===== src/rtl/seq_pkg.sv =====
package seq_pkg;
  typedef enum logic [1:0] {
    ST_IDLE  = 2'd0,
    ST_CONV  = 2'd1,
    ST_SLEEP = 2'd2,
    ST_WAKE  = 2'd3
  } seqState_e;

  typedef struct packed {
    logic loadConv;
    logic loadWake;
    logic finish;
  } seqStrobe_t;
endpackage


===== src/rtl/seq_datapath.sv =====
module seq_datapath
  import seq_pkg::*;
#(
  parameter int CONV_CYC = 80,
  parameter int WAKE_CYC = 80,
  parameter int RES_W    = 14
) (
  input  logic             clk,
  input  logic             rstN,
  input  logic             startN,
  input  logic [RES_W-1:0] resultIn,
  input  seqStrobe_t       strb,
  output logic             startFall,
  output logic             startRise,
  output logic             cntZero,
  output logic [RES_W-1:0] resultOut,
  output logic             eocPulse
);
  localparam int MAX_CYC = (CONV_CYC > WAKE_CYC) ? CONV_CYC : WAKE_CYC;
  localparam int CNT_W   = $clog2(MAX_CYC + 1);
  localparam logic [CNT_W-1:0] CONV_LOAD = CNT_W'(CONV_CYC - 1);
  localparam logic [CNT_W-1:0] WAKE_LOAD = CNT_W'(WAKE_CYC - 1);

  logic             prevLvl;
  logic [CNT_W-1:0] cnt;

  assign startFall = prevLvl & ~startN;
  assign startRise = ~prevLvl & startN;
  assign cntZero   = (cnt == '0);

  always_ff @(posedge clk) begin
    if (!rstN) begin
      prevLvl   <= 1'b1;
      cnt       <= '0;
      resultOut <= '0;
      eocPulse  <= 1'b0;
    end else begin
      prevLvl  <= startN;
      eocPulse <= strb.finish;
      if (strb.finish) resultOut <= resultIn;
      if (strb.loadConv)      cnt <= CONV_LOAD;
      else if (strb.loadWake) cnt <= WAKE_LOAD;
      else if (!cntZero)      cnt <= cnt - 1'b1;
    end
  end

  // the end strobe lasts a single cycle
  p_eoc_single_r3: assert property (@(posedge clk) disable iff (!rstN)
    eocPulse |=> !eocPulse);
endmodule


===== src/rtl/seq_control.sv =====
module seq_control
  import seq_pkg::*;
(
  input  logic       clk,
  input  logic       rstN,
  input  logic       startN,
  input  logic       startFall,
  input  logic       startRise,
  input  logic       cntZero,
  output seqStrobe_t strb,
  output logic       busy,
  output logic       hold,
  output logic       asleep
);
  seqState_e state, stateNext;
  logic      pending;

  always_comb begin
    strb      = '0;
    stateNext = state;
    unique case (state)
      ST_IDLE: if (startFall) begin
        strb.loadConv = 1'b1;
        stateNext     = ST_CONV;
      end
      ST_CONV: if (cntZero) begin
        strb.finish = 1'b1;
        stateNext   = startN ? ST_IDLE : ST_SLEEP;
      end
      ST_SLEEP: if (startRise) begin
        strb.loadWake = 1'b1;
        stateNext     = ST_WAKE;
      end
      ST_WAKE: if (cntZero) begin
        if (pending || startFall) begin
          strb.loadConv = 1'b1;
          stateNext     = ST_CONV;
        end else begin
          stateNext = ST_IDLE;
        end
      end
      default: stateNext = ST_IDLE;
    endcase
  end

  always_ff @(posedge clk) begin
    if (!rstN) begin
      state   <= ST_IDLE;
      pending <= 1'b0;
    end else begin
      state   <= stateNext;
      pending <= (state == ST_WAKE) && !cntZero && (pending || startFall);
    end
  end

  assign busy   = (state == ST_CONV);
  assign hold   = (state == ST_CONV);
  assign asleep = (state == ST_SLEEP);

  // sleep is left only through a rising edge
  p_sleep_held_r4: assert property (@(posedge clk) disable iff (!rstN)
    (state == ST_SLEEP && !startRise) |=> state == ST_SLEEP);
  // a remembered start exists only during wake-up
  p_pending_scope_r5: assert property (@(posedge clk) disable iff (!rstN)
    pending |-> state == ST_WAKE);
  // an unfinished conversion is never cut short by the start input
  p_busy_ignores_fall_r8: assert property (@(posedge clk) disable iff (!rstN)
    (state == ST_CONV && !cntZero) |=> state == ST_CONV);
endmodule


===== src/rtl/conv_sequencer.sv =====
module conv_sequencer
  import seq_pkg::*;
#(
  parameter int CONV_CYC = 80,
  parameter int WAKE_CYC = 80,
  parameter int RES_W    = 14
) (
  input  logic             clk,
  input  logic             rstN,
  input  logic             startN,
  input  logic [RES_W-1:0] resultIn,
  output logic             busy,
  output logic             hold,
  output logic             asleep,
  output logic             eocPulse,
  output logic [RES_W-1:0] resultOut
);
  seqStrobe_t strb;
  logic startFall, startRise, cntZero;

  seq_control u_ctrl (
    .clk(clk), .rstN(rstN), .startN(startN),
    .startFall(startFall), .startRise(startRise), .cntZero(cntZero),
    .strb(strb), .busy(busy), .hold(hold), .asleep(asleep)
  );

  seq_datapath #(.CONV_CYC(CONV_CYC), .WAKE_CYC(WAKE_CYC), .RES_W(RES_W)) u_dp (
    .clk(clk), .rstN(rstN), .startN(startN), .resultIn(resultIn),
    .strb(strb), .startFall(startFall), .startRise(startRise),
    .cntZero(cntZero), .resultOut(resultOut), .eocPulse(eocPulse)
  );

  // the end of busy coincides with the end strobe
  p_eoc_after_busy_r3: assert property (@(posedge clk) disable iff (!rstN)
    $fell(busy) |-> eocPulse);
  // sleep is entered only at the end of a conversion
  p_sleep_on_eoc_r4: assert property (@(posedge clk) disable iff (!rstN)
    $rose(asleep) |-> eocPulse);
endmodule


===== config.mk =====
export PLATFORM = sky130hd
export DESIGN_NAME = conv_sequencer
export DESIGN_NICKNAME = d
export VERILOG_FILES = /design/src/rtl/seq_pkg.sv /design/src/rtl/seq_datapath.sv /design/src/rtl/seq_control.sv /design/src/rtl/conv_sequencer.sv
export SDC_FILE = /design/constraint.sdc
export NUM_CORES = 1
export LEC_CHECK = 0
export BUFFER_PORTS_ARGS = -buffer_cell sky130_fd_sc_hd__clkbuf_2
export CAP_MARGIN = 20
export CORE_MARGIN = 2
export CORE_UTILIZATION = 35
export DETAILED_ROUTE_END_ITERATION = 16
export PLACE_DENSITY_LB_ADDON = 0.25
export SKIP_LAST_GASP = 1
export SYNTH_ARGS = -nofsm -noshare
export SYNTH_HDL_FRONTEND = slang
export SYNTH_SLANG_ARGS = --single-unit

===== constraint.sdc =====
create_clock -name clk -period 2.2 [get_ports clk]
set_input_delay 0.22 -clock clk [delete_from_list [all_inputs] [get_ports clk]]
set_output_delay 0.22 -clock clk [all_outputs]
set_load 0.02 [all_outputs]

==> results.json <==
{
  "status": "completed",
  "clkSlewWorstSetupHoldPaths_ns": 0.15,
  "share_comb_of_total_power_pct": 47.1,
  "area_growth_pct": 22.6,
  "rsz0062_at_grt": "false",
  "crit_arrival_ns": 2.05,
  "p_sw_mw": 0.770,
  "power_density_nw_per_um2": 1290,
  "ys_types": 32,
  "pwr-share-clk_pct": 17.6,
  "ctsHoldBuffers": 0,
  "required_ns": 2.44,
  "max_freq_ghz": 0.553,
  "synth-seq-area-share_pct": 43.3,
  "cts_root_buf": "clkbuf_4",
  "setup_violations": 0,
  "grt_pass1_wl_um": 4530,
  "synth.top_cell.area_share_pct": 43.3,
  "postCtsSetupBuffers": 0,
  "dr_total_vias": 1072,
  "fin_skew_ns": 0.00495,
  "syn_nets": 163,
  "htree_levels": 1,
  "clock_latency_ns": 0.33,
  "ys_async_sr_fraction_pct": 0,
  "finalSetupTns_ns": 0,
  "sw_frac_of_total_pct": 40.6,
  "die_area_um2": 3920,
  "core.rowCount": 21,
  "die_h_um": 62.6,
  "overflow": 0,
  "post-route-util_pct": 44.5,
  "grt_pass1_vias": 982,
  "synthFlopType": "dfxtp_1",
  "finalNetCount": 198,
  "final.fill_count": 341,
  "die_w_um": 62.6,
  "wl_um": 2560,
  "netlist_instances": 139,
  "portBuffers": 34,
  "p_seq_share_pct": 35.4,
  "hpwl_um": 1920,
  "cp_max_fo": 5,
  "cellInternalPower_mw": 1.13,
  "maxSlewHeadroom_pct": 64.4,
  "final_antenna_net_count": 0,
  "ys_ff_latch": 26,
  "clk_path_buf_depth": 2,
  "drc": 0,
  "drive_gt1_share_pct": 26.6,
  "min_period_over_period_pct": 82.3,
  "vias_per_cell": 4.89,
  "total_leakage_power_nw": 0.625,
  "syn_area_per_cell_um2": 8.65,
  "crit_start": "u_ctrl.state[0]",
  "worst-setup-path-type": "flop to flop",
  "io_pins": 35,
  "place_congestion": 0.793,
  "core_area_um2": 3310,
  "vdd_drop_max_mv": 0.483,
  "regToRegStartpoint": "u_ctrl.state[0]",
  "cts_resized": 0,
  "cts.sinks": 26,
  "synth_area_um2": 1200,
  "numCtsBuffers": 3,
  "layout_min_cycle_time_ns": 1.81,
  "drv_slew": 0,
  "multi_input_area_um2": 624,
  "cts_tree": "built",
  "yosysWarnings": 0,
  "synth_edf_count": 0,
  "endpoint_kind": "flop",
  "start_util_pct": 36.3,
  "start_kind": "flop",
  "tightest_slew_ns": 0.529,
  "cap_viol_max_count": 0,
  "grt_usage_pct": 14.0,
  "antenna_found_initial": 0,
  "drt-pass1-iter-count": 4,
  "synthTopCellsByArea": "dfxtp_1 43%, ha_1 7.3%, a21oi_1 6.7%, nand3_1 6.2%, nand2_1 5.9%",
  "drt-initial-drc-count": 67,
  "hold_viol_final": 0,
  "worstHoldStart": "resultIn[1]",
  "hp-class": "input port to flop",
  "regArea_um2": 520,
  "synth_largest_area_cell": "dfxtp_1",
  "wire_per_inst_um": 11.7,
  "diodes": 0,
  "grt_max_degree": 18
}
## worst max-delay path: stages (launching register included)
cell	delay, ns
dfxtp_1	0.44
inv_1	0.11
ha_1	0.35
nor4bb_1	0.07
a31oi_1	0.28
o31ai_4	0.16
o31a_1	0.31
## metal layers
metal,vias to the layer above,GRT usage (%),part of all wire [%]
met1,496,18.4,49
met4,0,5.00,1.4
li1,551,-,-
met5,-,0,0
met3,4,2.34,4.0
met2,21,23.0,46
## per-stage QoR
| stage | hold slack, ns | setup WS [ns] | std cells | instance area, um2 | total power, mW |
|---|---|---|---|---|---|
| floorplan | 0.321 | 0.505 | 139 | 1200 | 1.36 |
| global placement | 0.441 | 0.472 | 215 | 1420 | 1.55 |
| detailed placement | 0.447 | 0.423 | 215 | 1420 | 1.57 |
| CTS | 0.0919 | 0.399 | 219 | 1470 | 1.91 |
| global route | 0.0786 | 0.254 | 219 | 1470 | 2.06 |
| finish | 0.105 | 0.390 | 219 | 1470 | 1.90 |
## registers in the layout, indices dropped and copies added, names as in the netlist, named ones only
register        flops
u_ctrl.pending      1
u_ctrl.state        1
u_dp.cnt            7
u_dp.eocPulse       1
u_dp.prevLvl        1
u_dp.resultOut     14
## synthesized netlist by cell type, drive strengths merged, types with 2 or more instances
| library cell | number |
|---|---|
| a21oi | 16 |
| xnor2 | 2 |
| inv | 7 |
| nand3 | 15 |
| nand2b | 3 |
| nor3 | 4 |
| xor2 | 2 |
| buf | 2 |
| o221a | 2 |
| clkbuf | 5 |
| nor2b | 2 |
| nor2 | 7 |
| ha | 7 |
| dfxtp | 26 |
| o21a | 4 |
| o21ai | 2 |
| a31oi | 3 |
| nand2 | 19 |
## cell type report
type | count | share of cell area [%]
multi-input combinational | 99 | 42.4
sequential | 26 | 35.3
timing repair buffer | 37 | 13.1
tap | 46 | 3.90
clock inverter | 1 | 2.04
inverter | 7 | 1.78
clock buffer | 3 | 1.53
## logic make-up (layout without fill, tap and decap cells)
family,count (synthesis),in the layout,synth area share (%)
muxes,1,1,0.832
AOI/OAI and AO/OA,30,30,16.6
DFF,26,26,43.3
adders and majority gates,7,7,7.28
buffers and inverters,14,48,4.79
and+or+nand+nor,57,57,24.2
xor gates and xnor gates,4,4,2.91
## layout by cell type (no fill, tap or decap), drive strengths merged
cell type   n
clkbuf     37
dfxtp      26
nand2      19
a21oi      16
nand3      15
inv         7
ha          7
nor2        7
nor3        4
o21a        4
nand2b      3
a31oi       3
buf         3
nor2b       2
o21ai       2
xnor2       2
xor2        2
o221a       2
or4         1
nor4        1
nand4b      1
or2         1
nor4bb      1
o31ai       1
o221ai      1
nand3b      1
mux2i       1
nor3b       1
o31a        1
bufinv      1
## worst paths after layout
kind / cells after the start / end / slack (ns)
setup / recovery: 6 / u_dp.cnt[2] / 0.39
hold / removal: 3 / u_dp.resultOut[1] / 0.10
setup reg to reg: 6 / u_dp.cnt[2] / 0.39
hold reg to reg: 2 / u_dp.resultOut[3] / 0.46
## power by group through the flow
stage                     Sequential (mW)  Combinational (mW)  Clock (mW)
after CTS                           0.667               0.901       0.344
after global placement              0.671               0.875           0
after global routing                0.686                1.00       0.369
after detailed placement            0.679               0.896           0
final                               0.670               0.892       0.333
after floorplan                     0.694               0.663           0
Note: power is estimated with default switching activity, not from simulation.
